**src/rtl/coh_pkg.sv**
```systemverilog
package coh_pkg;
  // bus and snoop command encoding
  localparam logic [1:0] CMD_RD  = 2'd0;
  localparam logic [1:0] CMD_RDX = 2'd1;
  localparam logic [1:0] CMD_WT  = 2'd2;
  localparam logic [1:0] CMD_WB  = 2'd3;
  // private line states
  localparam logic [1:0] L_PI = 2'd0;
  localparam logic [1:0] L_PE = 2'd1;
  localparam logic [1:0] L_PD = 2'd2;

  typedef enum logic [1:0] {F_IDLE, F_REQ, F_WT} fsm_e;
endpackage

```
**src/rtl/coh_line_store.sv**
```systemverilog
module coh_line_store #(
  parameter int IW   = 3,
  parameter int TAGW = 5,
  parameter int STW  = 2,
  parameter int DW   = 16
) (
  input  logic            clk,
  input  logic            rst,
  input  logic [IW-1:0]   a_idx,
  output logic [TAGW-1:0] a_tag,
  output logic [STW-1:0]  a_st,
  output logic [DW-1:0]   a_data,
  input  logic [IW-1:0]   b_idx,
  output logic [TAGW-1:0] b_tag,
  output logic [STW-1:0]  b_st,
  output logic [DW-1:0]   b_data,
  input  logic            wr_en,
  input  logic [IW-1:0]   wr_idx,
  input  logic [TAGW-1:0] wr_tag,
  input  logic [STW-1:0]  wr_st,
  input  logic [DW-1:0]   wr_data
);
  localparam int LINES = 1 << IW;

  logic [TAGW-1:0] tag_mem  [LINES];
  logic [DW-1:0]   data_mem [LINES];
  logic [STW-1:0]  st_mem   [LINES];

  // tag and data: no reset, single write port
  always_ff @(posedge clk) begin
    if (wr_en) begin
      tag_mem[wr_idx]  <= wr_tag;
      data_mem[wr_idx] <= wr_data;
    end
  end

  // state bits cleared by reset
  always_ff @(posedge clk) begin
    if (rst) begin
      for (int i = 0; i < LINES; i++) st_mem[i] <= '0;
    end else if (wr_en) begin
      st_mem[wr_idx] <= wr_st;
    end
  end

  assign a_tag  = tag_mem[a_idx];
  assign a_st   = st_mem[a_idx];
  assign a_data = data_mem[a_idx];
  assign b_tag  = tag_mem[b_idx];
  assign b_st   = st_mem[b_idx];
  assign b_data = data_mem[b_idx];
endmodule

```
**src/rtl/coh_snoop.sv**
```systemverilog
module coh_snoop #(
  parameter int AW  = 8,
  parameter int DW  = 16,
  parameter int PIW = 3,
  parameter int SIW = 2
) (
  input  logic              clk,
  input  logic              rst,
  input  logic              snp_valid,
  input  logic [1:0]        snp_cmd,
  input  logic [AW-1:0]     snp_addr,
  input  logic [DW-1:0]     snp_wdata,
  input  logic [1:0]        p_st,
  input  logic [AW-PIW-1:0] p_tag,
  input  logic [DW-1:0]     p_data,
  input  logic              s_vld,
  input  logic [AW-SIW-1:0] s_tag,
  input  logic [DW-1:0]     s_data,
  output logic              p_inv,
  output logic              s_upd,
  output logic              snp_hit,
  output logic              snp_dirty,
  output logic [DW-1:0]     snp_data
);
  import coh_pkg::*;

  logic is_read, p_match, s_match;

  assign is_read = (snp_cmd == CMD_RD) || (snp_cmd == CMD_RDX);
  assign p_match = (p_st != L_PI) && (p_tag == snp_addr[AW-1:PIW]);
  assign s_match = s_vld && (s_tag == snp_addr[AW-1:SIW]);

  // private copy is surrendered to the requester
  assign p_inv = snp_valid && is_read && p_match;
  // shared copy follows remote write-through
  assign s_upd = snp_valid && (snp_cmd == CMD_WT) && s_match;

  always_ff @(posedge clk) begin
    if (rst) begin
      snp_hit   <= 1'b0;
      snp_dirty <= 1'b0;
      snp_data  <= '0;
    end else begin
      snp_hit   <= snp_valid && is_read && (p_match || s_match);
      snp_dirty <= snp_valid && is_read && p_match && (p_st == L_PD);
      if (snp_valid && is_read && p_match)      snp_data <= p_data;
      else if (snp_valid && is_read && s_match) snp_data <= s_data;
      else                                      snp_data <= '0;
    end
  end


  dirty_implies_hit_chk: assert property (@(posedge clk) disable iff (rst)
    snp_dirty |-> snp_hit);
endmodule

```
**src/rtl/coh_snoop_ctrl.sv**
```systemverilog
module coh_snoop_ctrl #(
  parameter int AW      = 8,
  parameter int DW      = 16,
  parameter int P_LINES = 8,
  parameter int S_LINES = 4
) (
  input  logic          clk,
  input  logic          rst,
  input  logic          cpu_req,
  input  logic          cpu_we,
  input  logic [AW-1:0] cpu_addr,
  input  logic [DW-1:0] cpu_wdata,
  output logic [DW-1:0] cpu_rdata,
  output logic          cpu_done,
  output logic          cpu_stall,
  output logic          bus_req,
  output logic [1:0]    bus_cmd,
  output logic [AW-1:0] bus_addr,
  output logic [DW-1:0] bus_wdata,
  input  logic          bus_gnt,
  input  logic          bus_ack,
  input  logic [DW-1:0] bus_rdata,
  input  logic          bus_shd,
  input  logic          bus_dty,
  input  logic          snp_valid,
  input  logic [1:0]    snp_cmd,
  input  logic [AW-1:0] snp_addr,
  input  logic [DW-1:0] snp_wdata,
  output logic          snp_hit,
  output logic          snp_dirty,
  output logic [DW-1:0] snp_data
);
  import coh_pkg::*;

  localparam int PIW = $clog2(P_LINES);
  localparam int SIW = $clog2(S_LINES);
  localparam int PTW = AW - PIW;
  localparam int STG = AW - SIW;

  fsm_e fsm_q;
  logic          op_we;
  logic [AW-1:0] op_addr;
  logic [DW-1:0] op_wdata, wt_data;

  logic [AW-1:0] look_addr;
  logic [PTW-1:0] p_a_tag, p_b_tag;
  logic [1:0]     p_a_st, p_b_st;
  logic [DW-1:0]  p_a_data, p_b_data;
  logic [STG-1:0] s_a_tag, s_b_tag;
  logic [0:0]     s_a_st, s_b_st;
  logic [DW-1:0]  s_a_data, s_b_data;

  logic p_hit, s_hit, victim_dirty, accept;

  // processor-side write requests
  logic           f_p_wr, f_s_wr;
  logic [1:0]     f_p_st;
  logic [PTW-1:0] f_p_tag;
  logic [DW-1:0]  f_p_data, f_s_data;
  // snoop-side write requests
  logic sn_p_inv, sn_s_upd;
  // merged write ports
  logic           p_wr_en, s_wr_en;
  logic [PIW-1:0] p_wr_idx;
  logic [SIW-1:0] s_wr_idx;
  logic [PTW-1:0] p_wr_tag;
  logic [STG-1:0] s_wr_tag;
  logic [1:0]     p_wr_st;
  logic [DW-1:0]  p_wr_data, s_wr_data;

  assign look_addr    = (fsm_q == F_IDLE) ? cpu_addr : op_addr;
  assign p_hit        = (p_a_st != L_PI) && (p_a_tag == look_addr[AW-1:PIW]);
  assign s_hit        = s_a_st[0] && (s_a_tag == look_addr[AW-1:SIW]);
  assign victim_dirty = (p_a_st == L_PD) && !p_hit;
  assign accept       = (fsm_q == F_IDLE) && cpu_req && !snp_valid && !cpu_done;

  coh_line_store #(.IW(PIW), .TAGW(PTW), .STW(2), .DW(DW)) u_priv (
    .clk(clk), .rst(rst),
    .a_idx(look_addr[PIW-1:0]), .a_tag(p_a_tag), .a_st(p_a_st), .a_data(p_a_data),
    .b_idx(snp_addr[PIW-1:0]),  .b_tag(p_b_tag), .b_st(p_b_st), .b_data(p_b_data),
    .wr_en(p_wr_en), .wr_idx(p_wr_idx), .wr_tag(p_wr_tag), .wr_st(p_wr_st),
    .wr_data(p_wr_data)
  );

  coh_line_store #(.IW(SIW), .TAGW(STG), .STW(1), .DW(DW)) u_shr (
    .clk(clk), .rst(rst),
    .a_idx(look_addr[SIW-1:0]), .a_tag(s_a_tag), .a_st(s_a_st), .a_data(s_a_data),
    .b_idx(snp_addr[SIW-1:0]),  .b_tag(s_b_tag), .b_st(s_b_st), .b_data(s_b_data),
    .wr_en(s_wr_en), .wr_idx(s_wr_idx), .wr_tag(s_wr_tag), .wr_st(1'b1),
    .wr_data(s_wr_data)
  );

  coh_snoop #(.AW(AW), .DW(DW), .PIW(PIW), .SIW(SIW)) u_snoop (
    .clk(clk), .rst(rst),
    .snp_valid(snp_valid), .snp_cmd(snp_cmd), .snp_addr(snp_addr), .snp_wdata(snp_wdata),
    .p_st(p_b_st), .p_tag(p_b_tag), .p_data(p_b_data),
    .s_vld(s_b_st[0]), .s_tag(s_b_tag), .s_data(s_b_data),
    .p_inv(sn_p_inv), .s_upd(sn_s_upd),
    .snp_hit(snp_hit), .snp_dirty(snp_dirty), .snp_data(snp_data)
  );

  // processor-side array updates
  always_comb begin
    f_p_wr   = 1'b0;
    f_s_wr   = 1'b0;
    f_p_st   = L_PI;
    f_p_tag  = look_addr[AW-1:PIW];
    f_p_data = cpu_wdata;
    f_s_data = cpu_wdata;
    case (fsm_q)
      F_IDLE: begin
        if (accept && cpu_we) begin
          if (s_hit) begin
            f_s_wr = 1'b1;
          end else if (p_hit) begin
            f_p_wr = 1'b1;
            f_p_st = L_PD;
          end
        end
      end
      F_REQ: begin
        if (bus_ack) begin
          if (bus_cmd == CMD_WB) begin
            f_p_wr   = 1'b1;
            f_p_st   = L_PI;
            f_p_tag  = p_a_tag;
            f_p_data = p_a_data;
          end else if (bus_shd) begin
            f_s_wr   = 1'b1;
            f_s_data = op_we ? op_wdata : bus_rdata;
          end else begin
            f_p_wr   = 1'b1;
            f_p_st   = op_we ? L_PD : L_PE;
            f_p_data = op_we ? op_wdata : bus_rdata;
          end
        end
      end
      default: ;
    endcase
  end

  // merge: snoop and processor never update in the same cycle
  assign p_wr_en   = sn_p_inv | f_p_wr;
  assign p_wr_idx  = sn_p_inv ? snp_addr[PIW-1:0] : look_addr[PIW-1:0];
  assign p_wr_tag  = sn_p_inv ? p_b_tag : f_p_tag;
  assign p_wr_st   = sn_p_inv ? L_PI : f_p_st;
  assign p_wr_data = sn_p_inv ? p_b_data : f_p_data;
  assign s_wr_en   = sn_s_upd | f_s_wr;
  assign s_wr_idx  = sn_s_upd ? snp_addr[SIW-1:0] : look_addr[SIW-1:0];
  assign s_wr_tag  = sn_s_upd ? s_b_tag : look_addr[AW-1:SIW];
  assign s_wr_data = sn_s_upd ? snp_wdata : f_s_data;

  // control sequence
  always_ff @(posedge clk) begin
    if (rst) begin
      fsm_q     <= F_IDLE;
      op_we     <= 1'b0;
      op_addr   <= '0;
      op_wdata  <= '0;
      wt_data   <= '0;
      cpu_rdata <= '0;
      cpu_done  <= 1'b0;
      cpu_stall <= 1'b0;
      bus_req   <= 1'b0;
      bus_cmd   <= CMD_RD;
      bus_addr  <= '0;
      bus_wdata <= '0;
    end else begin
      cpu_done <= 1'b0;
      case (fsm_q)
        F_IDLE: begin
          if (accept) begin
            op_we    <= cpu_we;
            op_addr  <= cpu_addr;
            op_wdata <= cpu_wdata;
            if (s_hit) begin
              if (cpu_we) begin
                wt_data   <= cpu_wdata;
                cpu_rdata <= cpu_wdata;
                cpu_stall <= 1'b1;
                fsm_q     <= F_WT;
              end else begin
                cpu_rdata <= s_a_data;
                cpu_done  <= 1'b1;
              end
            end else if (p_hit) begin
              cpu_rdata <= cpu_we ? cpu_wdata : p_a_data;
              cpu_done  <= 1'b1;
            end else begin
              cpu_stall <= 1'b1;
              fsm_q     <= F_REQ;
            end
          end
        end
        F_REQ: begin
          if (bus_ack) begin
            bus_req <= 1'b0;
            if (bus_cmd != CMD_WB) begin
              cpu_rdata <= op_we ? op_wdata : bus_rdata;
              if (bus_shd && (op_we || bus_dty)) begin
                wt_data <= op_we ? op_wdata : bus_rdata;
                fsm_q   <= F_WT;
              end else begin
                cpu_done  <= 1'b1;
                cpu_stall <= 1'b0;
                fsm_q     <= F_IDLE;
              end
            end
          end else if (!bus_gnt) begin
            bus_req   <= 1'b1;
            bus_wdata <= p_a_data;
            if (victim_dirty) begin
              bus_cmd  <= CMD_WB;
              bus_addr <= {p_a_tag, op_addr[PIW-1:0]};
            end else begin
              bus_cmd  <= op_we ? CMD_RDX : CMD_RD;
              bus_addr <= op_addr;
            end
          end
        end
        F_WT: begin
          if (bus_ack) begin
            bus_req   <= 1'b0;
            cpu_done  <= 1'b1;
            cpu_stall <= 1'b0;
            fsm_q     <= F_IDLE;
          end else if (!bus_gnt) begin
            bus_req   <= 1'b1;
            bus_cmd   <= CMD_WT;
            bus_addr  <= op_addr;
            bus_wdata <= wt_data;
          end
        end
        default: fsm_q <= F_IDLE;
      endcase
    end
  end


  reset_quiet_chk: assert property (@(posedge clk)
    $past(rst) |-> (!bus_req && !cpu_stall && !cpu_done));

  stall_done_excl_chk: assert property (@(posedge clk) disable iff (rst)
    !(cpu_done && cpu_stall));

  cmd_hold_chk: assert property (@(posedge clk) disable iff (rst)
    (bus_req && bus_gnt && !bus_ack) |=> $stable(bus_cmd) && $stable(bus_addr));

  wb_victim_chk: assert property (@(posedge clk) disable iff (rst)
    (bus_req && bus_cmd == CMD_WB) |->
      (bus_addr[PIW-1:0] == op_addr[PIW-1:0]) && (bus_addr != op_addr));

  wt_line_shared_chk: assert property (@(posedge clk) disable iff (rst)
    (fsm_q == F_WT && bus_req) |-> s_hit);

  one_writer_chk: assert property (@(posedge clk) disable iff (rst)
    !(sn_p_inv && f_p_wr) && !(sn_s_upd && f_s_wr));
endmodule

```
**config.mk**
```make
export PLATFORM = sky130hd
export DESIGN_NAME = coh_snoop_ctrl
export DESIGN_NICKNAME = d
export VERILOG_FILES = /design/src/rtl/coh_pkg.sv /design/src/rtl/coh_line_store.sv /design/src/rtl/coh_snoop.sv /design/src/rtl/coh_snoop_ctrl.sv
export SDC_FILE = /design/constraint.sdc
export NUM_CORES = 1
export LEC_CHECK = 0
export ABC_CLOCK_PERIOD_IN_PS = 12700
export BUFFER_PORTS_ARGS = -buffer_cell sky130_fd_sc_hd__buf_4
export CAP_MARGIN = 30
export CORE_MARGIN = 5
export CORE_UTILIZATION = 50
export CTS_CLUSTER_DIAMETER = 30
export DETAILED_ROUTE_END_ITERATION = 10
export GPL_TIMING_DRIVEN = 0
export MAX_ROUTING_LAYER = met4
export PLACE_DENSITY = 0.79
export SETUP_SLACK_MARGIN = 0.3
export SLEW_MARGIN = 20
export SYNTH_ARGS = -nofsm -noshare
export SYNTH_HDL_FRONTEND = slang
export SYNTH_SLANG_ARGS = --single-unit
```
**constraint.sdc**
```tcl
create_clock -name clk -period 12.7 [get_ports clk]
set_input_delay 0.635 -clock clk [delete_from_list [all_inputs] [get_ports clk]]
set_output_delay 0.635 -clock clk [all_outputs]
set_load 0.01 [all_outputs]
```
==> flow_summary_export.csv <==
group,metric,value,unit
sta,rsz0062_at_grt,"false",
placed_design,dp_hpwl,42700,µm
clock_tree,clock_sinks,382,
global_route,grt_max_degree,23,
clock_tree,cts_setup_buffers,0,
synth,synth_cell_types,73,
global_route,grt.total_usage,29.0,%
synth,post-synth-top-area-cell,"edfxtp_1",
power,p_switching,1.53,mW
floorplan,die_y,205,µm
floorplan,die_area,41900,µm²
global_route,antenna_found_initial,0,
synth,yosysSeqAreaShare,54.9,%
sta,max_slew.worst_pin.slew,959,ps
synth,ys.flop_type,"edfxtp_1",
synth,synth.area.mux_share,20.6,%
clock_tree,cts-hold-fix-buffers,0,
sta,slew_headroom,36.1,%
global_route,globalRouteOverflowTotal,0,
placed_design,dp_slack,7400,ps
synth,synthAdderAreaFrac,0.396,%
critical_path,r2r_start,"fsm_q[1]",
critical_path,r2r_slack,7270,ps
sta,period_share,42.7,%
synth,syn-cell-area,19000,µm²
synth,synthTopCellsByArea,"edfxtp_1 (44%), mux4_2 (13%), dfxtp_1 (11%), mux2i_1 (6.1%), nand2_1 (3.8%)",
sta,finalWorstSetupSlack,7270,ps
power,seqPwrFrac,31.3,%
final_layout,n_antenna_cell,0,
drt,routed_via_density,6.45,
sta,skew,27.2,ps
global_route,grt_pass1_wl,89600,µm
synth,synth_top_area_share,43.7,%
clock_tree,cts_made_buffers,66,
power,switching_share,32.7,%
final_layout,area_growth,23.1,%
critical_path,end_kind,"register",
clock_tree,cts-root-buf,"clkbuf_16",
floorplan,row_count,71,
final_layout,nets,1831,
min_path,worst_hold_path_type,"in -> reg",
clock_tree,cts_tree,"yes",
power,p_leak,8.21,nW
synth,synth-seq-cells,382,
drt,detail-route-antenna-nets,0,
placed_design,port_buffers,133,
critical_path,endpoint,"u_priv.tag_mem[4][2]",
run,cap_violations,0,
synth,syn-num-nets,1613,
power,ir_worst_vdd,95.3,µV
synth,synth_compound_area_share,9.76,%
synth,synth_xor_area_share,1.11,%
synth,ys_warn_count,0,
critical_path,critPathLaunch,"fsm_q[1]",
sta,finalCriticalPeriod,5430,ps
critical_path,rr_worst_depth,14,
power,p_comb_share,29.2,%
drt,wire_per_inst,26.0,µm
power,clkPwrFrac,39.5,%
power,powerDensity,201,nW/µm²
synth,synth-edff-count,276,
drt,dr.pass1.iters,6,
sta,fmax,184,MHz
synth,synth_top_family_by_area,"multiplexers",
sta,hold_violations,0,
drt,vias,14916,
floorplan,start_util,50.5,%
run_status,outcome,"completed",
critical_path,critPathRequiredTime,12970,ps
clock_tree,clk_latency,580,ps
final_layout,layout-drive-gt1-share,24.9,%
clock_tree,cts_buffer_depth,3,
floorplan,coreArea,37600,µm²
global_route,gr-usage-met3,6.57,%
global_route,grt_busiest_layer,"met2",
critical_path,rr_endpoint,"u_priv.tag_mem[4][2]",
drt,dr.first_iter.drc_count,1784,
drt,drc,0,
floorplan,ioPinCount,138,
final_layout,fillerInstances,2658,
sta,finalSetupViolCount,0,
floorplan,die_x,205,µm
critical_path,critPathLaunchType,"register",
global_route,grtUsageMet1,36.6,%
sta,timing.setup.tns,0,ps
critical_path,worstPathMaxFanout,11,
global_route,grt_use_met2,45.7,%
critical_path,critPathKind,"reg -> reg",
critical_path,critPathArrivalTime,5690,ps
clock_tree,clkTransAtPathRegs,50,ps
global_route,first_global_vias,14665,
clock_tree,htreeDepth,3,
synth,synthCells,1532,
synth,avgSynthCellArea,12.4,µm²
placed_design,gp_congestion,0.980,
synth,ys_async_sr_fraction,0,%
drt,wirelength,60000,µm
clock_tree,cts-resized-gates,0,
synth,synth-simple-area-share,10.4,%
power,p_int,3.16,mW
sta,slew_viol_final,0,
[sequential cells by signal, summed over array words and instances, names as in the netlist, 2 cells and up]
name and cells:
u_shr.tag_mem 24, bus_addr 8, u_priv.data_mem 128, u_priv.st_mem 16, bus_wdata 16, u_shr.data_mem 64
u_shr.st_mem 4, wt_data 16, op_wdata 16, cpu_rdata 16, bus_cmd 2, u_priv.tag_mem 40
fsm_q 2, u_snoop.snp_data 16, op_addr 8
[worst max-delay path: stages (launching register included)]
cell	delay, ps
dfxtp_1	340
inv_1	160
ha_1	190
buf_6	160
mux2i_2	740
nor2_1	400
a32o_1	350
or3_1	350
a222oi_1	570
nand4_2	300
o311ai_4	410
nand3_2	270
buf_6	240
nor2_4	420
buf_16	220
[power by group through the flow]
stage               combinational (mW)  sequential [mW]  clock (mW)
finish                            1.37             1.47        1.85
global route                      1.45             1.47        1.93
CTS                               1.32             1.47        1.86
detailed placement                1.30             1.49           0
global placement                  1.26             1.49           0
floorplan                        0.873             1.49           0
[logic make-up (layout without fill, tap and decap cells)]
kind of cell    after synthesis  count (layout)
simple gates                453             453
flops                       382             382
compound gates              291             291
mux                         248             248
buf+inv                     128             397
xor+xnor                     24              24
fa+ha+maj                     6               6
[cell usage after synthesis, types with 5 or more instances]
cell type  number
nor3_1         32
nor2b_1         7
nand2_1       193
edfxtp_1      276
buf_2          17
inv_1          13
mux2i_1       116
buf_1          13
a21oi_1       124
a31oi_1        14
nor2_1        151
nand3_1        25
o21bai_1       12
xnor2_1        22
nand4_1         8
nand3b_1        5
a2bb2oi_1      13
o21ai_0        45
mux4_2        110
ha_1            6
clkbuf_1       75
a211oi_1       25
a32oi_1         6
mux2_2         16
a211o_1        15
buf_6           6
dfxtp_1       106
[cell usage in the layout, fill, tap and decap left out, drive strengths merged, types with 22 or more instances in the layout]
cell type / count
a211oi: 25
inv: 28
o21ai: 49
mux4: 110
xnor2: 22
buf: 187
clkbuf: 157
a21oi: 124
nand3: 26
edfxtp: 276
nand2: 193
mux2i: 120
nor3: 35
nor2: 151
dfxtp: 106
[metal layers]
| metal | routed length (µm) | vias to the layer above |
|---|---|---|
| met1 | 21800 | 7257 |
| met3 | 7080 | 208 |
| met5 | 0 | - |
| met2 | 28500 | 1170 |
| li1 | - | 6281 |
| met4 | 2640 | 0 |
[final cells by class]
type	count	area, µm²	area share [%]
multi-input cells	1022	8100	34.7
inverters	14	52.6	0.225
clock inverters	39	495	2.12
clock buffers	80	1840	7.88
plain buffers	114	503	2.15
flip-flops and latches	382	10400	44.6
repair buffers	150	1310	5.61
well taps	511	639	2.74
[per-stage QoR]
step                power, mW  cell area (µm²)  hold WS, ps  utilization [%]  instances
finish                   4.69            23300          340             62.1       2312
global route             4.84            23300          344             62.1       2312
CTS                      4.65            23300          330             62.0       2306
detailed placement       2.79            21000          448             55.8       2187
global placement         2.75            20600          441             54.8       2176
floorplan                2.36            19000          432                -       1532
[worst min path at each step]
stage                 start      endpoint  cells past startpoint
2_1_floorplan   wt_data[15]   wt_data[15]                      2
3_3_place_gp    wt_data[15]   wt_data[15]                      2
3_5_place_dp   op_wdata[10]  op_wdata[10]                      2
4_1_cts         cpu_addr[5]    op_addr[5]                      3
5_1_grt         cpu_addr[5]    op_addr[5]                      3
6_report        cpu_addr[5]    op_addr[5]                      3
Note: power is estimated with default switching activity, not from simulation.
